`config.mk`:
```
export PLATFORM = sky130hd
export DESIGN_NAME = rsv_wait_top
export DESIGN_NICKNAME = d
export VERILOG_FILES = /design/src/rtl/rsv_wait_pkg.sv /design/src/rtl/rsv_wait_dp.sv /design/src/rtl/rsv_wait_ctrl.sv /design/src/rtl/rsv_wait_top.sv
export SDC_FILE = /design/constraint.sdc
export NUM_CORES = 1
export LEC_CHECK = 0
export ABC_AREA = 0
export BUFFER_PORTS_ARGS = -buffer_cell sky130_fd_sc_hd__buf_4
export CAP_MARGIN = 25
export CORE_MARGIN = 5
export CORE_UTILIZATION = 44
export CTS_CLUSTER_DIAMETER = 80
export DETAILED_ROUTE_END_ITERATION = 6
export PLACE_DENSITY = 0.81
export SLEW_MARGIN = 20
export SYNTH_ARGS = -nofsm -noshare
export SYNTH_HDL_FRONTEND = slang
export SYNTH_SLANG_ARGS = --single-unit
```
`constraint.sdc`:
```
create_clock -name clk -period 2.6 [get_ports clk]
set_clock_uncertainty 0.15 [all_clocks]
set_input_delay 0.52 -clock clk [delete_from_list [all_inputs] [get_ports clk]]
set_output_delay 0.52 -clock clk [all_outputs]
set_load 0.005 [all_outputs]
```
`src/rtl/rsv_wait_pkg.sv`:
```
package rsv_wait_pkg;

  typedef enum logic {
    ST_IDLE,
    ST_WAIT
  } waitState_t;

  // strobes from control to datapath
  typedef struct packed {
    logic cntClear;
    logic cntInc;
  } ctlStrobe_t;

  // status from datapath to control
  typedef struct packed {
    logic isNto;
    logic isSto;
    logic rsvValid;
    logic rsvHit;
    logic tmoHit;
  } dpStatus_t;

  localparam logic [6:0]  OPC_SYSTEM = 7'h73;
  localparam logic [11:0] IMM_NTO    = 12'h00D;
  localparam logic [11:0] IMM_STO    = 12'h01D;

endpackage

```
`src/rtl/rsv_wait_dp.sv`:
```
module rsv_wait_dp
  import rsv_wait_pkg::*;
#(
  parameter int ADDR_W        = 32,
  parameter int GRANULE_BYTES = 64,
  parameter int SHORT_TIMEOUT = 256
) (
  input  logic              clk,
  input  logic              rstN,
  input  logic [31:0]       instWord,
  input  logic              lrRetire,
  input  logic [ADDR_W-1:0] lrAddr,
  input  logic              scRetire,
  input  logic              storeValid,
  input  logic [ADDR_W-1:0] storeAddr,
  input  logic              snoopValid,
  input  logic [ADDR_W-1:0] snoopAddr,
  input  logic              irqTake,
  input  ctlStrobe_t        ctl,
  output dpStatus_t         status
);

  localparam int OFF_W   = $clog2(GRANULE_BYTES);
  localparam int CNT_W   = $clog2(SHORT_TIMEOUT + 1);
  localparam int NUM_SRC = 2;

  // ---------------- instruction decode ----------------
  logic [6:0]  fOpc;
  logic [4:0]  fRd;
  logic [2:0]  fFunct3;
  logic [4:0]  fRs1;
  logic [11:0] fImm;
  logic        baseMatch;

  assign fOpc      = instWord[6:0];
  assign fRd       = instWord[11:7];
  assign fFunct3   = instWord[14:12];
  assign fRs1      = instWord[19:15];
  assign fImm      = instWord[31:20];
  assign baseMatch = (fOpc == OPC_SYSTEM) && (fRd == '0) && (fFunct3 == '0) && (fRs1 == '0);

  assign status.isNto = baseMatch && (fImm == IMM_NTO);
  assign status.isSto = baseMatch && (fImm == IMM_STO);

  // ---------------- reservation ----------------
  logic              rsvValid;
  logic [ADDR_W-1:0] rsvTag;
  logic [NUM_SRC-1:0]             srcValid;
  logic [NUM_SRC-1:0][ADDR_W-1:0] srcAddr;
  logic [NUM_SRC-1:0]             srcHit;
  logic              rsvHit;

  assign srcValid = {snoopValid, storeValid};
  assign srcAddr  = {snoopAddr, storeAddr};

  for (genvar g = 0; g < NUM_SRC; g++) begin : gSrcCmp
    assign srcHit[g] = srcValid[g] && rsvValid && ((srcAddr[g] >> OFF_W) == rsvTag);
  end

  assign rsvHit = |srcHit;

  always_ff @(posedge clk) begin
    if (!rstN) begin
      rsvValid <= 1'b0;
      rsvTag   <= '0;
    end else if (lrRetire) begin
      rsvValid <= 1'b1;
      rsvTag   <= lrAddr >> OFF_W;
    end else if (scRetire || rsvHit || irqTake) begin
      rsvValid <= 1'b0;
    end
  end

  // ---------------- short-timeout counter ----------------
  logic [CNT_W-1:0] cnt;

  always_ff @(posedge clk) begin
    if (!rstN)             cnt <= '0;
    else if (ctl.cntClear) cnt <= '0;
    else if (ctl.cntInc)   cnt <= cnt + CNT_W'(1);
  end

  assign status.rsvValid = rsvValid;
  assign status.rsvHit   = rsvHit;
  assign status.tmoHit   = (cnt == CNT_W'(SHORT_TIMEOUT - 1));

  // ---------------- assertions ----------------
  assert_cnt_bound_R7: assert property (@(posedge clk) disable iff (!rstN)
    cnt < CNT_W'(SHORT_TIMEOUT));

  assert_lr_sets_R2: assert property (@(posedge clk) disable iff (!rstN)
    lrRetire |=> rsvValid);

  assert_hit_clears_R9: assert property (@(posedge clk) disable iff (!rstN)
    (rsvHit && !lrRetire) |=> !rsvValid);

  assert_sc_clears_R9: assert property (@(posedge clk) disable iff (!rstN)
    (scRetire && !lrRetire) |=> !rsvValid);

endmodule

```
`src/rtl/rsv_wait_ctrl.sv`:
```
module rsv_wait_ctrl
  import rsv_wait_pkg::*;
(
  input  logic       clk,
  input  logic       rstN,
  input  logic       instValid,
  input  logic       irqWake,
  input  dpStatus_t  status,
  output ctlStrobe_t ctl,
  output logic       stall,
  output logic       lowPowerReq,
  output logic       waitDone
);

  waitState_t state;
  logic       stoQ;
  logic       lpQ;
  logic       doneQ;
  logic       waitIssue;
  logic       wakeNow;

  assign waitIssue = instValid && (status.isNto || status.isSto) && (state == ST_IDLE);
  assign wakeNow   = status.rsvHit || irqWake || (stoQ && status.tmoHit);

  always_ff @(posedge clk) begin
    if (!rstN) begin
      state <= ST_IDLE;
      stoQ  <= 1'b0;
      lpQ   <= 1'b0;
      doneQ <= 1'b0;
    end else begin
      doneQ <= 1'b0;
      unique case (state)
        ST_IDLE: begin
          if (waitIssue) begin
            if (!status.rsvValid || status.rsvHit || irqWake) begin
              doneQ <= 1'b1;
            end else begin
              state <= ST_WAIT;
              stoQ  <= status.isSto;
              lpQ   <= 1'b1;
            end
          end
        end
        ST_WAIT: begin
          if (wakeNow) begin
            state <= ST_IDLE;
            lpQ   <= 1'b0;
            doneQ <= 1'b1;
          end
        end
        default: state <= ST_IDLE;
      endcase
    end
  end

  always_comb begin
    ctl          = '0;
    ctl.cntClear = waitIssue;
    ctl.cntInc   = (state == ST_WAIT) && stoQ && !wakeNow;
  end

  assign stall       = (state == ST_WAIT);
  assign lowPowerReq = lpQ;
  assign waitDone    = doneQ;

  // ---------------- assertions ----------------
  assert_lp_with_stall_R4: assert property (@(posedge clk) disable iff (!rstN)
    stall |-> lowPowerReq);

  assert_stall_needs_issue_R4: assert property (@(posedge clk) disable iff (!rstN)
    $rose(stall) |-> $past(waitIssue));

  assert_no_rsv_R3: assert property (@(posedge clk) disable iff (!rstN)
    (waitIssue && !status.rsvValid) |=> (waitDone && !stall));

  assert_nto_holds_R6: assert property (@(posedge clk) disable iff (!rstN)
    ((state == ST_WAIT) && !stoQ && !status.rsvHit && !irqWake) |=> stall);

  assert_irq_wakes_R8: assert property (@(posedge clk) disable iff (!rstN)
    ((state == ST_WAIT) && irqWake) |=> (waitDone && !stall));

  assert_done_quiet_R10: assert property (@(posedge clk) disable iff (!rstN)
    waitDone |-> (!stall && !lowPowerReq));

  assert_fall_done_R10: assert property (@(posedge clk) disable iff (!rstN)
    $fell(stall) |-> waitDone);

endmodule

```
`src/rtl/rsv_wait_top.sv`:
```
module rsv_wait_top
  import rsv_wait_pkg::*;
#(
  parameter int ADDR_W        = 32,
  parameter int GRANULE_BYTES = 64,
  parameter int SHORT_TIMEOUT = 256
) (
  input  logic              clk,
  input  logic              rstN,
  input  logic              instValid,
  input  logic [31:0]       instWord,
  input  logic              lrRetire,
  input  logic [ADDR_W-1:0] lrAddr,
  input  logic              scRetire,
  input  logic              storeValid,
  input  logic [ADDR_W-1:0] storeAddr,
  input  logic              snoopValid,
  input  logic [ADDR_W-1:0] snoopAddr,
  input  logic              irqPending,
  input  logic              irqEnable,
  output logic              stall,
  output logic              lowPowerReq,
  output logic              waitDone
);

  ctlStrobe_t ctl;
  dpStatus_t  status;
  logic       irqTake;

  assign irqTake = irqPending && irqEnable;

  rsv_wait_dp #(
    .ADDR_W       (ADDR_W),
    .GRANULE_BYTES(GRANULE_BYTES),
    .SHORT_TIMEOUT(SHORT_TIMEOUT)
  ) dp_i (
    .clk       (clk),
    .rstN      (rstN),
    .instWord  (instWord),
    .lrRetire  (lrRetire),
    .lrAddr    (lrAddr),
    .scRetire  (scRetire),
    .storeValid(storeValid),
    .storeAddr (storeAddr),
    .snoopValid(snoopValid),
    .snoopAddr (snoopAddr),
    .irqTake   (irqTake),
    .ctl       (ctl),
    .status    (status)
  );

  rsv_wait_ctrl ctrl_i (
    .clk        (clk),
    .rstN       (rstN),
    .instValid  (instValid),
    .irqWake    (irqTake),
    .status     (status),
    .ctl        (ctl),
    .stall      (stall),
    .lowPowerReq(lowPowerReq),
    .waitDone   (waitDone)
  );

endmodule

```
==> impl_results.md, run 1 <==
* Drt first-iter violations at 121
* Post-synth EDFFs at 0
* MaxCap Viol Count at 0
* Seq/Total Area, Yosys at 34.1%
* Hold buffers post-CTS at 0
* CTS buffer count at 5
* Hold WS at 0.317 ns
* Num rows at 26
* Top FF cell, synth: dfxtp_1
* Worst vdd ir at 0.000261 V
* Largest net degree at the start of global routing at 28
* Hold_sp: lrAddr[6]
* Crit Path Class: register to register
* Root Driver: clkbuf_8
* Number of global-route vias before repair at around 2500
* DR pass1 iterations at 4
* Tot Pwr at 1.40 mW
* Most frequent cells in the layout: buf_4, dfxtp_1, nor2_1
* Post-route cell area at 3450 sq um
* Worst reg-to-reg path cell count at 9
* Max-slew violations at 0
* Via/cell ratio at about 5.3
* Clk pin slew, worst setup/hold paths at 0.08 ns
* Area growth, synth to finish at 46.9%
* Post-CTS Setup Bufs at 0
* Residual DRC at 0
* RSZ-0062 raised after global routing: false
* Final ANT Viol Nets at 0
* CTS tree: yes
* Worst slew margin at 60.5%
* Synth async-reset ratio at 0%
* R2r endpoint: dp_i.cnt[5]$_SDFFE_PP0P_
* Leak Pwr at 1.56 nW
* Sequential share of power at a little under half
* CP Launch Type: register
* Cell variety after synth at 43
* Setup ws final at 0.204 ns
* Total Routing Usage GR at between 20% and 30%
* Data arrival, critical path at 2.46 ns
* Top cells by area, synth: dfxtp_1, mux2i_1, xor2_1, xnor2_1, nor2_1
* # IOs at 140
* Setup TNS at 0 ns
* Flop-to-flop setup slack at 0.20 ns
* Core ar. at 5140 sq um
* Worst Hold Depth at 3
* Synth top area share at 34.1%
* Status: completed
* CP Data Required Time at 2.67 ns
* Fmax at 0.417 GHz
* Worst-Margin Slew at 0.593 ns
* Hold Fails Final Rpt at 0
* Mapped cell area at 2350 sq um
* # clock sinks at 40
* Placed insts at 444
* CP Max Fanout at 4
* Pwr Density at 406 nW/um^2
* Chip height at 83.1 microns
* Sw Pwr at around 0.36 mW
* Dpl ws at 0.175 ns
* Power share of the clock group at 30.7%
* Nets at 520
* Clk_lat worst skew at 0.29 ns
* Clock buffer depth at 2
* Routed wire per std cell at 15.8 microns
* GRT overflow at 0
* Initial antenna violation count at 0
* Diode count at 0
* Mean Syn Cell Area at 9.22 sq um
* Routed WL at roughly 7 mm
* Synth Net Count at 394
* Commonest non-fill, non-tap cell in the layout: buf_4
* Share of cells above drive strength 1 at between 30% and 40%
* Via Count at between 2000 and 2500
* Util after Layout at 67.2%
* Internal power at 1.05 mW
* Sw Ratio at 25.4%
* Port bufs at around 120
* Post-Syn Instances at 255
* Placed inst area at ~3400 sq um
* Reg2reg start: dp_i.cnt[0]$_SDFFE_PP0P_
* CTS resizes at 0
* First-pass GRT wire length at 11.8 mm
* Die X at 83.1 microns
* Die area at around 7000 sq um
* Effective utilization at floorplan at 45.7%
* Setup-failing EPs final at 0
* Hold Crit Endpoint: dp_i.rsvTag[0]$_SDFFE_PN0P_
* Synth area leader: dfxtp_1
* Critical Path Sink Type: register
* Min-delay worst type: primary input to register
* DPL Wire Length at roughly 5.8 mm
* Post-synthesis register bit count at 40
* GPL Wtd Cong at 0.841
* Crit path time final at 2.40 ns
* Non-Filler Instances at 452
* H-tree depth at 2
* Crit share post-route at 92.1%
* Yosys warnings at 0
* Combinational share of power at between 20% and 30%
==> cells in the mapped netlist (all sizes together) (2+ instances only) <==
| cell | count |
|---|---|
| nor3 | 4 |
| nand3b | 2 |
| nand2 | 13 |
| ha | 2 |
| nand4 | 12 |
| o41ai | 3 |
| dfxtp | 40 |
| nand3 | 4 |
| o31ai | 6 |
| inv | 5 |
| or2 | 3 |
| nor2 | 32 |
| a21oi | 7 |
| or4b | 3 |
| clkbuf | 5 |
| nor4 | 13 |
| or4 | 2 |
| xor2 | 31 |
| buf | 3 |
| xnor2 | 21 |
| mux2i | 28 |
==> metal layers <==
layer  wire, microns  GRT usage (%)  vias up  share of wire [%]
met5               0              0        -                  0
met4             172           6.54        0                2.4
met3             789           9.60       15                 11
met1            2820           22.7     1079                 40
li1                -              -     1177                  -
met2            3340           34.9      127                 47
==> power groups by stage <==
stage / logic, mW / registers [mW] / clock network (mW)
floorplan: 0.132 / 0.674 / 0
global placement: 0.298 / 0.679 / 0
detailed placement: 0.306 / 0.680 / 0
CTS: 0.307 / 0.666 / 0.441
global route: 0.331 / 0.670 / 0.472
finish: 0.305 / 0.666 / 0.431
==> how the worst max path moves through the flow <==
stage               depth (start not counted)                  endpoint                     start
global placement                            9  dp_i.cnt[5]$_SDFFE_PP0P_  dp_i.cnt[0]$_SDFFE_PP0P_
floorplan                                   9  dp_i.cnt[5]$_SDFFE_PP0P_  dp_i.cnt[0]$_SDFFE_PP0P_
detailed placement                          9  dp_i.cnt[5]$_SDFFE_PP0P_  dp_i.cnt[0]$_SDFFE_PP0P_
finish                                      9  dp_i.cnt[5]$_SDFFE_PP0P_  dp_i.cnt[0]$_SDFFE_PP0P_
global route                                9  dp_i.cnt[5]$_SDFFE_PP0P_  dp_i.cnt[0]$_SDFFE_PP0P_
CTS                                         9  dp_i.cnt[5]$_SDFFE_PP0P_  dp_i.cnt[0]$_SDFFE_PP0P_
==> registers in the layout (all words and copies together) (netlist names) <==
| register | flops |
|---|---|
| dp_i.rsvValid | 1 |
| dp_i.rsvTag | 26 |
| ctrl_i.stoQ | 1 |
| ctrl_i.lowPowerReq | 1 |
| dp_i.cnt | 9 |
| ctrl_i.waitDone | 1 |
| ctrl_i.stall | 1 |
==> worst max-delay path, cell delays in order, from the launching register on <==
cell	delay, ns
dfxtp_1	0.34
ha_2	0.22
nand3_1	0.08
nor2_1	0.05
ha_1	0.22
and3b_2	0.27
nand4_1	0.13
o21ba_2	0.28
or4b_1	0.43
a21oi_1	0.16
==> layout make-up <==
class | instances | area (sq um)
multi-input combinational | 202 | 1500
tap | 70 | 87.6
timing repair buffer | 127 | 953
clock buffer | 8 | 90.1
sequential | 40 | 801
inverter | 5 | 18.8
fill | 445 | 1690
==> logic make-up (layout without fill, tap and decap cells) <==
kind of cell             Yosys count  in the layout  synth area share [%]
multiplexers                      28             28                  11.9
AND/OR/NAND/NOR                   95             95                  23.6
flip-flops                        40             40                  34.1
AO/OA/AOI/OAI                     25             25                  7.88
adder cells (fa/ha/maj)            2              2                  1.06
buffers and inverters             13            140                  2.13
XOR/XNOR                          52             52                  19.4
(Power assumes the default switching activity.)
==> run 2, diff against run 1 <==
==> constraint.sdc (replaced) <==
create_clock -name clk -period 2.75 [get_ports clk]
set_clock_uncertainty 0.15 [all_clocks]
set_input_delay 0.55 -clock clk [delete_from_list [all_inputs] [get_ports clk]]
set_output_delay 0.55 -clock clk [all_outputs]
set_load 0.005 [all_outputs]
==> run 2 against run 1 <==
Largest cell class unchanged. Non-clock buffer count down 1. Sequential share of layout area up 0.076 points. Critical path type unchanged. Critical endpoint unchanged. First-iteration DRC count up 4.1%. Power down 5.1%.
==> impl_results.md, run 2 (synthesis gave the netlist of run 1 again) <==
* Diode count at 0
* Effective utilization at floorplan at between 40% and 50%
* GPL Wtd Cong at 0.843
* GRT overflow at 0
* Clk_lat worst skew at 0.29 ns
* Setup TNS at 0 ns
* Commonest non-fill, non-tap cell in the layout: buf_4
* Drt first-iter violations at 126
* Crit path time final at 2.53 ns
* Hold Fails Final Rpt at 0
* Data arrival, critical path at 2.60 ns
* Min-delay worst type: register to register
* MaxCap Viol Count at 0
* Die X at 83.1 microns
* Routed WL at 7.13 mm
* Root Driver: clkbuf_8
* DR pass1 iterations at 4
* # IOs at 140
* Pwr Density at 386 nW/um^2
* CP Launch Type: register
* Share of cells above drive strength 1 at a little over a third
* Core ar. at ~5100 sq um
* Via Count at 2380
* First-pass GRT wire length at 11.7 mm
* Max-slew violations at 0
* Die area at roughly 6900 sq um
* Setup ws final at 0.218 ns
* Largest net degree at the start of global routing at 30
* Dpl ws at 0.225 ns
* CP Max Fanout at 4
* Leak Pwr at roughly 1.6 nW
* Hold WS at 0.331 ns
* Status: completed
* RSZ-0062 raised after global routing: false
* Crit Path Class: register to register
* Fmax at 0.395 GHz
* Residual DRC at 0
* Crit-path most repeated cell: ha_1
* Top Registers: dp_i.rsvTag x26, dp_i.cnt x9
* CP max stage cell: or4b_1
* Flop-to-flop setup slack at 0.22 ns
* Worst vdd ir at 0.000243 V
* Critical Path Sink Type: register
* Final ANT Viol Nets at 0
* CTS buffer count at 5
* DPL Wire Length at 5.83 mm
* Routed wire per std cell at 15.8 microns
* Worst slew margin at 62.1%
* Total Routing Usage GR at about 21%
* Setup-failing EPs final at 0
* Via/cell ratio at around 5.3
* Clock buffer depth at 2
* Worst path cell trace: ha_1 -> nand3_1 -> nor2_1 -> ha_1 -> and3b_1 -> nand4_1 -> o21ba_2 -> or4b_1 -> a21oi_1
* Clk pin slew, worst setup/hold paths at 0.08 ns
* CTS tree: yes
* Area growth, synth to finish at 46.5%
* Max FFs per register at 26
* Util after Layout at 67.0%
* CP Data Required Time at 2.82 ns
* Largest Register: dp_i.rsvTag
* Initial antenna violation count at 0
* # clock sinks at 40
* Number of global-route vias before repair at between 2000 and 3000
* Worst-Margin Slew at 0.568 ns
* Most frequent cells in the layout: buf_4, dfxtp_1, nor2_1
* H-tree depth at 2
* Chip height at 83.1 microns
* Crit share post-route at 92.1%
* Slowest cell delay on critical path at about 0.44 ns
* Port bufs at 121
* Nets at 519
* Num rows at 26
run 2: final timing paths:
path | start | endpoint | cells past startpoint
min reg2reg | dp_i.cnt[8]$_SDFFE_PP0P_ | dp_i.cnt[8]$_SDFFE_PP0P_ | 2
max reg2reg | dp_i.cnt[0]$_SDFFE_PP0P_ | dp_i.cnt[5]$_SDFFE_PP0P_ | 9
max | dp_i.cnt[0]$_SDFFE_PP0P_ | dp_i.cnt[5]$_SDFFE_PP0P_ | 9
min | dp_i.cnt[8]$_SDFFE_PP0P_ | dp_i.cnt[8]$_SDFFE_PP0P_ | 2
run 2: layer usage:
layer  global-route usage [%]  wire length [microns]
met5                        0                      0
met4                     5.79                    110
met3                     9.80                    759
met2                     36.4                   3560
met1                     22.3                   2700
run 2: timing repair:
action	CTS	global route
buffers inserted	0	2
resized for setup	0	1
endpoints found under the setup margin	0	2
hold buffers	0	0
run 2: stage by stage:
step                      power (mW)  cells  area [sq um]
after floorplan                0.761    255          2350
after global placement         0.922    441          3340
after detailed placement       0.932    441          3340
after CTS                       1.33    449          3430
after global routing            1.39    451          3440
final                           1.33    451          3440
run 2: area by class of cell:
cell class,instances,area [sq um]
timing repair buffer,126,946
fill,454,1700
multi-input combinational,202,1500
tap,70,87.6
inverter,5,18.8
sequential,40,801
clock buffer,8,90.1
run 2: worst max-delay path, delay by kind of cell, from the launching register on:
kind,cells,cell delay [ns]
AND/OR/NAND/NOR,5,1.03
adder cells (fa/ha/maj),2,0.47
AO/OA/AOI/OAI,2,0.47
flip-flops,1,0.34
run 2: where the power goes:
group	switching, mW	leakage [nW]	internal, mW
Sequential	0.0276	0.328	0.602
Clock	0.207	0.0455	0.205
Combinational	0.108	1.18	0.180
Total	0.343	1.56	0.988
